`config.mk`:
```
export PLATFORM = sky130hd
export DESIGN_NAME = dbgmode_ctrl
export DESIGN_NICKNAME = d
export VERILOG_FILES = /design/src/rtl/dbgm_pkg.sv /design/src/rtl/dbgm_fsm.sv /design/src/rtl/dbgm_exc_filter.sv /design/src/rtl/dbgm_cause_reg.sv /design/src/rtl/dbgmode_ctrl.sv
export SDC_FILE = /design/constraint.sdc
export NUM_CORES = 1
export LEC_CHECK = 0
export CORE_MARGIN = 4
export CORE_UTILIZATION = 22
export DETAILED_ROUTE_END_ITERATION = 6
export MAX_ROUTING_LAYER = met4
export PLACE_DENSITY = 0.95
export SYNTH_ARGS = -nofsm -noshare
export SYNTH_HDL_FRONTEND = slang
export SYNTH_SLANG_ARGS = --single-unit
export TNS_END_PERCENT = 30
```
`constraint.sdc`:
```
create_clock -name clk -period 2.05 [get_ports clk]
set_input_delay 0.3075 -clock clk [delete_from_list [all_inputs] [get_ports clk]]
set_output_delay 0.3075 -clock clk [all_outputs]
set_load 0.005 [all_outputs]
```
`src/rtl/dbgm_pkg.sv`:
```
package dbgm_pkg;
    typedef enum logic [0:0] {
        ST_NORMAL = 1'b0,
        ST_DEBUG  = 1'b1
    } dbg_state_e;

    localparam int EXC_EXT  = 0;
    localparam int EXC_DEC  = 1;
    localparam int EXC_BKPT = 2;
    localparam int EXC_WPT  = 3;
endpackage

```
`src/rtl/dbgm_fsm.sv`:
```
module dbgm_fsm
    import dbgm_pkg::*;
(
    input  logic       clk,
    input  logic       rst_n,
    input  logic       dbg_req,
    input  logic       bkpt_hit,
    input  logic       wpt_hit,
    input  logic       rfi_strobe,
    output dbg_state_e state,
    output logic       enter
);
    dbg_state_e state_q, state_d;

    always_ff @(posedge clk or negedge rst_n) begin
        if (!rst_n) state_q <= ST_NORMAL;
        else        state_q <= state_d;
    end

    // next state and transition outputs
    always_comb begin
        state_d = state_q;
        enter   = 1'b0;
        unique case (state_q)
            ST_NORMAL: begin
                if (dbg_req || bkpt_hit || wpt_hit) begin
                    enter   = 1'b1;
                    state_d = ST_DEBUG;
                end
            end
            ST_DEBUG: begin
                if (rfi_strobe) state_d = ST_NORMAL;
            end
            default: state_d = ST_NORMAL;
        endcase
    end

    assign state = state_q;
endmodule

```
`src/rtl/dbgm_exc_filter.sv`:
```
module dbgm_exc_filter
    import dbgm_pkg::*;
#(
    parameter int NEXC = 8
) (
    input  logic            in_debug,
    input  logic            ee_en,
    input  logic [NEXC-1:0] exc_lines,
    output logic [NEXC-1:0] recognised
);
    logic [NEXC-1:0] allow;

    for (genvar i = 0; i < NEXC; i++) begin : g_allow
        if (i == EXC_BKPT || i == EXC_WPT) begin : g_never
            assign allow[i] = 1'b0;
        end else if (i == EXC_EXT || i == EXC_DEC) begin : g_masked
            assign allow[i] = ee_en;
        end else begin : g_always
            assign allow[i] = 1'b1;
        end
    end

    assign recognised = exc_lines & allow & {NEXC{in_debug}};
endmodule

```
`src/rtl/dbgm_cause_reg.sv`:
```
module dbgm_cause_reg #(
    parameter int NEXC = 8
) (
    input  logic            clk,
    input  logic            rst_n,
    input  logic [NEXC-1:0] recognised,
    input  logic            rd_clear,
    output logic [NEXC-1:0] cause_q,
    output logic            report_q
);
    logic [NEXC-1:0] kept;

    assign kept = rd_clear ? '0 : cause_q;

    always_ff @(posedge clk or negedge rst_n) begin
        if (!rst_n) begin
            cause_q  <= '0;
            report_q <= 1'b0;
        end else begin
            cause_q  <= kept | recognised;
            report_q <= |recognised;
        end
    end
endmodule

```
`src/rtl/dbgmode_ctrl.sv`:
```
module dbgmode_ctrl
    import dbgm_pkg::*;
#(
    parameter int NEXC   = 8,
    parameter int XLEN   = 32,
    parameter int EE_BIT = 15
) (
    input  logic            clk,
    input  logic            rst_n,
    input  logic            dbg_req,
    input  logic [NEXC-1:0] exc_lines,
    input  logic            rfi_strobe,
    input  logic            fetch_req,
    input  logic            ls_req,
    input  logic [XLEN-1:0] pc_in,
    input  logic [XLEN-1:0] msr_in,
    input  logic            cause_rd,
    output logic            freeze,
    output logic            fetch_dev,
    output logic            fetch_mem,
    output logic            fetch_stall,
    output logic            mem_ls_en,
    output logic            srr0_we,
    output logic            srr1_we,
    output logic [XLEN-1:0] srr0_wdata,
    output logic [XLEN-1:0] srr1_wdata,
    output logic            ee_clr,
    output logic            exc_report,
    output logic [NEXC-1:0] cause_rdata
);
    dbg_state_e      state;
    logic            enter;
    logic [NEXC-1:0] recognised;
    logic            report_q;

    dbgm_fsm u_fsm (
        .clk        (clk),
        .rst_n      (rst_n),
        .dbg_req    (dbg_req),
        .bkpt_hit   (exc_lines[EXC_BKPT]),
        .wpt_hit    (exc_lines[EXC_WPT]),
        .rfi_strobe (rfi_strobe),
        .state      (state),
        .enter      (enter)
    );

    dbgm_exc_filter #(.NEXC(NEXC)) u_filter (
        .in_debug   (state == ST_DEBUG),
        .ee_en      (msr_in[EE_BIT]),
        .exc_lines  (exc_lines),
        .recognised (recognised)
    );

    dbgm_cause_reg #(.NEXC(NEXC)) u_cause (
        .clk        (clk),
        .rst_n      (rst_n),
        .recognised (recognised),
        .rd_clear   (cause_rd),
        .cause_q    (cause_rdata),
        .report_q   (report_q)
    );

    // output process driven by the state
    always_comb begin
        freeze      = 1'b0;
        fetch_dev   = 1'b0;
        fetch_mem   = 1'b0;
        fetch_stall = 1'b0;
        unique case (state)
            ST_NORMAL: fetch_mem = fetch_req;
            ST_DEBUG: begin
                freeze      = 1'b1;
                fetch_dev   = fetch_req && !report_q;
                fetch_stall = fetch_req && report_q;
            end
            default: ;
        endcase
    end

    assign mem_ls_en  = ls_req;
    assign srr0_we    = enter;
    assign srr1_we    = enter;
    assign ee_clr     = enter;
    assign srr0_wdata = pc_in;
    assign srr1_wdata = msr_in;
    assign exc_report = report_q;
endmodule

```
Yosys cells after proc, flatten, opt, wreduce, memory -nomap -nowiden. Cells that the tools add are included. Widths: inputs -> output; s select.

Register bits after elaboration: 10. Input port bits: 79. Output and inout bits: 81.

Multiplexer cells: 9. Bitwise operators: 4. Reductions and logical operators: 6.

Operator list (count): $and 8x8->8 (2); $mux 8 (1); $or 8x8->8 (1); $reduce_or 8->1 (1); $mux 1 (7); $logic_and 1x1->1 (2); $logic_or 1x1->1 (2); $pmux 1 s2 (1); $logic_not 1->1 (1); $not 1->1 (1).

Depth between registers and ports, before layout. Gate-level depths: netlist of run 1.

Depth in word-level cells: 4. Gate-level depth with buffers: 3. Gate-level depth less buffers: 2.

By module. Synthesis of run 1 repeated with hierarchy kept, for this count alone.

Cells, all modules: 104. Area, all modules: 945.9 um^2.

Modules (own cells, without submodules): dbgmode_ctrl (instances 1, cells each 70, area an instance 529.3 um^2, sequential area each 0.0 um^2); dbgm_cause_reg (instances 1, cells each 21, area an instance 306.5 um^2, sequential area each 225.2 um^2); dbgm_exc_filter (instances 1, cells each 9, area an instance 61.3 um^2, sequential area each 0.0 um^2); dbgm_fsm (instances 1, cells each 4, area an instance 48.8 um^2, sequential area each 25.0 um^2).

Worst setup path before layout of run 1. Ideal clock, no wire load.

Kind: flip-flop to output port. Start: reg u_fsm.state_q (netlist: u_fsm.state). End: out srr0_we. Data arrival time: 0.865 ns. Required time: 1.742 ns. Setup slack: 0.877 ns. Stages on the path, launching flop included: 4. Cell sequence: dfrtp_1 -> buf_6 -> nor2_1 -> buf_4.

Word-level cells in the longest chain between the ends: 1.

RTL lines: start: declaration (line dbgm_fsm.sv:13) `dbg_state_e state_q, state_d;`; start signal: assignment (line dbgm_fsm.sv:17) `else state_q <= state_d;`; $mux 1 (line dbgm_fsm.sv:24) `unique case (state_q)`; end: declaration (line dbgmode_ctrl.sv:23) `output logic srr0_we,`.

No other way between the ends.

Final worst setup path of run 1.
Start: in dbg_req. End: out ee_clr.

Word-level cells in the longest chain between the ends: 4.

RTL lines: start: declaration (line dbgmode_ctrl.sv:10) `input logic dbg_req,`; $logic_or 1x1->1 (2 in a row) (line dbgm_fsm.sv:26) `if (dbg_req || bkpt_hit || wpt_hit) begin`; $mux 1 (line dbgm_fsm.sv:26); $mux 1 (line dbgm_fsm.sv:24); end: declaration (line dbgmode_ctrl.sv:27) `output logic ee_clr,`.

No other way between the ends.

==> run_results.csv, run 1 <==
group,metric,value,unit
worst_setup_path,r2r_cells,2,
routing,drt_iter0_drc,4,
cells_and_area,syn2layout_area_growth,-15.31,%
flow_run,maxCapViolCount,0,
worst_setup_path,timing_worst_setup_path_type,"in -> out",
timing,slew_violations,0,
cells_and_area,fillers,438,
clocking,numCtsBuffers,3,
logic_synthesis,yosysUniqueCellTypes,15,
logic_synthesis,netlist_instances,107,
logic_synthesis,synth_top_family_by_area,"buffers and inverters",
timing,period_minus_slack,1.833,ns
routing,postRouteAntennaNets,0,
routing,dr.pass1.iters,2,
placement,dp_hpwl,1.305,mm
floorplanning,ios,160,
logic_synthesis,synth_area_leaders,"buf_4 (59%), dfrtp_1 (23%), o21ai_0 (4.0%)",
cells_and_area,fin_nets,151,
logic_synthesis,synth-simple-area-share,7.582,%
floorplanning,die_h,71.05,um
cells_and_area,layout_common_cells,"clkdlybuf4s50_1 (29), dfrtp_1 (8), o21ai_0 (7), inv_1 (6), nand2_1 (5)",
timing,fin_setup_tns,0,ns
timing,fin_crit_sh,89.42,%
logic_synthesis,synth_top_area_share,59.23,%
global_routing,grt_max_degree,14,
floorplanning,start_util,23.36,%
global_routing,grt_pass1_vias,464,
pwr,power.density,671.8,nW/um2
worst_setup_path,reg2reg_to,"u_cause.cause_q[1]",
global_routing,grt_pass1_wl,2.352,mm
routing,vias,440,
routing,finalWirelength,1.596,mm
floorplanning,dieArea,5048,um2
timing,finalClockSkew,0.004183,ns
floorplanning,design.core.area,3744,um2
clocking,cts_tree,"done",
floorplanning,die_w,71.05,um
clocking,cts_num_sinks,8,
logic_synthesis,synth_fa_ha_area_share,0,%
logic_synthesis,synth_area_leader_cell,"buf_4",
worst_setup_path,regToRegSetupSlack,1.15,ns
cells_and_area,final_cells,118,
pwr,ir_drop,145.6,uV
routing,routedWlPerCell,13.53,um
logic_synthesis,avgSynthCellArea,8.174,um2
cells_and_area,drive_gt1_share,5.714,%
floorplanning,num_rows,22,
cells_and_area,diodes,0,
clocking,cts_setup_buffers,0,
clocking,root_buffer,"clkbuf_8",
logic_synthesis,ys_seq_elements,8,
pwr,leakage,0.3092,nW
placement,dp_cells,115,
worst_setup_path,cp_max_fo,3,
placement,place.gp.congestion,0.6482,
clocking,path_clk_slew,0.04,ns
timing,rsz0062_at_grt,"false",
logic_synthesis,synth-compound-area-share,4.864,%
global_routing,antenna_found_initial,0,
worst_setup_path,start_kind,"input pin",
worst_setup_path,cp-end-kind,"output port",
clocking,cts_htree_levels,1,
logic_synthesis,syn_area,874.6,um2
timing,finalHoldViolations,0,
placement,io_buffers,29,
cells_and_area,layout_commonest_cell,"clkdlybuf4s50_1",
worst_setup_path,rr_startpoint,"u_fsm.state",
clocking,insertion_delay,0.23,ns
run_status,status,"completed",
global_routing,grt_overflow,0,
timing,clock.fmax,545.5,MHz
worst_setup_path,required,1.74,ns
logic_synthesis,yosys-mux-area-fraction,1.144,%
worst_setup_path,critPathArrivalTime,1.53,ns
hold_path,hold_class,"in -> async",
clocking,cts-resized-gates,0,
timing,finalSetupViolations,0,
routing,post-route-drc-count,0,
logic_synthesis,seq_area_frac_synth,22.89,%
clocking,cts_hold_buf,0,
global_routing,grt_use_total,6.653,%
clocking,clock_path_buffers,2,
logic_synthesis,synthXorXnorAreaFrac,0,%
logic_synthesis,ys.warnings.count,0,
routing,via_per_inst,3.729,
cells in the mapped netlist:
| cell type | n |
|---|---|
| nor4_2 | 1 |
| nor2b_1 | 1 |
| conb_1 | 1 |
| nand2_1 | 5 |
| dfrtp_1 | 8 |
| o21ai_0 | 7 |
| buf_6 | 1 |
| a21boi_1 | 1 |
| and3_1 | 1 |
| nor2_1 | 2 |
| buf_4 | 69 |
| nor3_1 | 1 |
| inv_1 | 6 |
| mux2i_1 | 1 |
| nand3_1 | 2 |
power by group:
| part | switching [mW] | internal (mW) | leakage [nW] | total, mW |
|---|---|---|---|---|
| sequential | 0.0146 | 0.175 | 0.0944 | 0.190 |
| clock | 0.0634 | 0.127 | 0.0216 | 0.191 |
| combinational | 0.0375 | 0.0795 | 0.193 | 0.117 |
| total | 0.116 | 0.382 | 0.309 | 0.498 |
flip-flops by register name, summed over array words and instances (netlist names):
name              count
u_cause.cause_q       6
u_cause.report_q      1
u_fsm.state           1
worst max path at each step:
stage                       startpoint  cells after the start  slack, ns           to
final                          dbg_req                      4       0.22       ee_clr
after global routing       u_fsm.state                      2       0.11      srr1_we
after CTS                  u_fsm.state                      2       0.18  fetch_stall
after detailed placement       dbg_req                      4       0.18       ee_clr
after global placement    exc_lines[2]                      4       0.25      srr0_we
after floorplan            u_fsm.state                      3       0.88      srr0_we
metal layers:
layer	share of wire, %	up-vias	track usage [%]	wire [um]
met3	16	28	5.824	257
met2	44	40	7.724	703
met4	8.3	0	8.977	133
li1	-	184	-	-
met5	0	-	-	0
met1	31	188	5.325	501
worst max-delay path: stages:
cell	delay [ns]
clkdlybuf4s50_1	0.41
nor3_1	0.24
nor2_1	0.10
clkdlybuf4s50_1	0.47
area by class of cell:
type / instances / area, um2 / area share (%)
sequential: 8 / 200.2 / 27.03
multi-input combinational: 24 / 126.4 / 17.06
inverter: 6 / 22.52 / 3.041
tap: 48 / 60.06 / 8.108
clock buffer: 3 / 41.29 / 5.574
timing repair buffer: 29 / 290.3 / 39.19
through the flow:
step,util [%],hold slack (ns),cell area [um2],setup WS (ns),power (mW)
floorplan,-,0.01191,878.3,0.8773,0.3291
global placement,18.68,0.5113,699.4,0.2493,0.3108
detailed placement,18.68,0.5213,699.4,0.1843,0.3130
CTS,19.79,0.3887,740.7,0.1790,0.5113
global route,19.79,0.4134,740.7,0.1125,0.5301
finish,19.79,0.3705,740.7,0.2168,0.4976
kinds of logic (layout without fill, tap and decap cells):
family,count (synthesis),count (layout)
compound gates,8,8
simple gates,13,13
buf+inv,76,38
flops,8,8
other cells,1,2
mux,1,1
Power figures use the tool's default switching activity.
==> inputs of run 2 (changes only) <==
--- a/config.mk
+++ b/config.mk
@@ -5,11 +5,14 @@
 export SDC_FILE = /design/constraint.sdc
 export NUM_CORES = 1
 export LEC_CHECK = 0
+export CAP_MARGIN = 0
 export CORE_MARGIN = 4
 export CORE_UTILIZATION = 22
 export DETAILED_ROUTE_END_ITERATION = 6
+export HOLD_SLACK_MARGIN = 0.02
 export MAX_ROUTING_LAYER = met4
 export PLACE_DENSITY = 0.95
+export REMOVE_ABC_BUFFERS = 1
 export SYNTH_ARGS = -nofsm -noshare
 export SYNTH_HDL_FRONTEND = slang
 export SYNTH_SLANG_ARGS = --single-unit
==> run 2 against run 1 <==
  * Die area stayed put
  * Hold slack lost 0.0021 ns
  * Power decreased by 0.36%
  * First-iteration DRC count rose to 3.0 times the previous value
  * Non-clock buffer count is the same
  * Sequential power about the same
  * Clock skew down 0.0010 ns
  * Core utilization did not move
==> run_results.csv, run 2 (synthesized netlist as in run 1, its figures left out) <==
group,metric,value,unit
floorplanning,design.core.area,3744,um2
pwr,power.density,669.4,nW/um2
floorplanning,num_rows,22,
cells_and_area,layout_common_cells,"clkdlybuf4s50_1 (29), dfrtp_1 (8), o21ai_0 (7), inv_1 (6), nand2_1 (5)",
worst_setup_path,cpLargestDelayFamily,"flip-flops",
worst_setup_path,cp_slowest_stage_delay,0.60,ns
placement,pre_cts_slack,0.2169,ns
timing,fin_ws,0.1979,ns
routing,vias,502,
routing,drt_iter0_drc,12,
timing,finalClockSkew,0.003183,ns
clocking,cts_setup_buffers,0,
timing,finalSetupViolations,0,
routing,finalWirelength,6.112,mm
placement,dp_cells,115,
worst_setup_path,cp-end-kind,"output port",
worst_setup_path,start_kind,"register",
cells_and_area,largest_reg_flops,6,
timing,clock.fmax,539.9,MHz
cells_and_area,syn2layout_area_growth,-15.31,%
worst_setup_path,timing_worst_setup_path_type,"reg -> out",
timing,hold-worst-slack,0.3684,ns
placement,dp_hpwl,5.942,mm
pwr,p_total,495.8,uW
timing,period_minus_slack,1.852,ns
clocking,cts_num_sinks,8,
worst_setup_path,path_cells,"and3_1, clkdlybuf4s50_1",
pwr,ir_drop,319.3,uV
clocking,cts_hold_buf,0,
timing,fin_setup_tns,0,ns
global_routing,grt_pass1_vias,493,
worst_setup_path,critical_path_buf_inv_count,1,
clocking,root_buffer,"clkbuf_8",
worst_setup_path,required,1.74,ns
global_routing,antenna_found_initial,0,
routing,routedWlPerCell,51.80,um
timing,rsz0062_at_grt,"false",
floorplanning,dieArea,5048,um2
worst_setup_path,slowest_stage,"dfrtp_1",
routing,via_per_inst,4.254,
cells_and_area,final_cells,118,
clocking,cts_htree_levels,1,
floorplanning,die_w,71.05,um
run_status,status,"completed",
placement,place.gp.congestion,0.8503,
routing,dr.pass1.iters,4,
clocking,insertion_delay,0.23,ns
routing,post-route-drc-count,0,
global_routing,grt_max_degree,14,
global_routing,grt_pass1_wl,7.189,mm
cells_and_area,fillers,425,
clocking,cts-resized-gates,0,
timing,fin_crit_sh,90.35,%
cells_and_area,diodes,0,
timing,finalHoldViolations,0,
worst_setup_path,cp_max_fo,13,
clocking,cts_tree,"done",
cells_and_area,fin_nets,151,
pwr,leakage,0.3092,nW
timing,slew_violations,0,
floorplanning,start_util,23.36,%
flow_run,maxCapViolCount,0,
routing,postRouteAntennaNets,0,
clocking,numCtsBuffers,3,
global_routing,grt_overflow,0,
worst_setup_path,critPathArrivalTime,1.54,ns
cells_and_area,top_register,"u_cause.cause_q",
placement,io_buffers,29,
cells_and_area,drive_gt1_share,5.714,%
floorplanning,ios,160,
floorplanning,die_h,71.05,um
cells_and_area,layout_commonest_cell,"clkdlybuf4s50_1",
clocking,path_clk_slew,0.04,ns
global_routing,grt_use_total,24.16,%
clocking,clock_path_buffers,2,
hold_path,hold_class,"in -> async",
-- run 2: cell counts in the layout (fill, tap and decap cells not counted) --
Identical to the previous run, type by type.
-- run 2: area by class of cell --
class	instances	area [um2]	area share, %
clock buffer	3	41.29	5.574
timing repair buffer	29	290.3	39.19
multi-input combinational	24	126.4	17.06
tap	48	60.06	8.108
sequential	8	200.2	27.03
inverter	6	22.52	3.041
-- run 2: metrics by stage --
| stage | area [um2] | utilization (%) |
|---|---|---|
| 6_report | 740.7 | 19.79 |
| 5_1_grt | 740.7 | 19.79 |
| 4_1_cts | 740.7 | 19.79 |
| 3_5_place_dp | 699.4 | 18.68 |
| 3_3_place_gp | 699.4 | 18.68 |
| 2_1_floorplan | 349.1 | - |
-- run 2: final timing paths --
path                                         start  cells after the start            endpoint  slack (ns)
worst min-delay path                         rst_n                      1  u_cause.cause_q[1]        0.37
min in group clk                u_cause.cause_q[6]                      2  u_cause.cause_q[6]        0.52
worst max register to register         u_fsm.state                      1    u_cause.report_q        1.14
worst max-delay path                   u_fsm.state                      2         fetch_stall        0.20
worst min register to register  u_cause.cause_q[6]                      2  u_cause.cause_q[6]        0.52
max in group asynchronous                    rst_n                      1    u_cause.report_q        1.41
-- run 2: report_power, final --
part	internal (mW)	leakage [nW]	total, mW	switching, mW
clock	0.127	0.0216	0.188	0.0605
sequential	0.175	0.0944	0.190	0.0150
combinational	0.0796	0.193	0.118	0.0384
-- run 2: layer usage --
metal | share of wire [%] | routed length, um | vias to the layer above | track usage (%)
li1 | - | - | 185 | -
met3 | 35 | 2114 | 2 | 40.48
met5 | 0 | 0 | - | -
met2 | 57 | 3462 | 131 | 46.96
met1 | 7.6 | 467 | 184 | 4.992
met4 | 1.1 | 67 | 0 | 1.253
==> inputs of run 3 (changes only) <==
--- a/config.mk
+++ b/config.mk
@@ -8,6 +8,7 @@
 export CAP_MARGIN = 0
 export CORE_MARGIN = 4
 export CORE_UTILIZATION = 22
+export CTS_CLUSTER_SIZE = 20
 export DETAILED_ROUTE_END_ITERATION = 6
 export HOLD_SLACK_MARGIN = 0.02
 export MAX_ROUTING_LAYER = met4
==> results of run 3 <==
No change in the layout: final DEF, timing and power equal those of run 2.
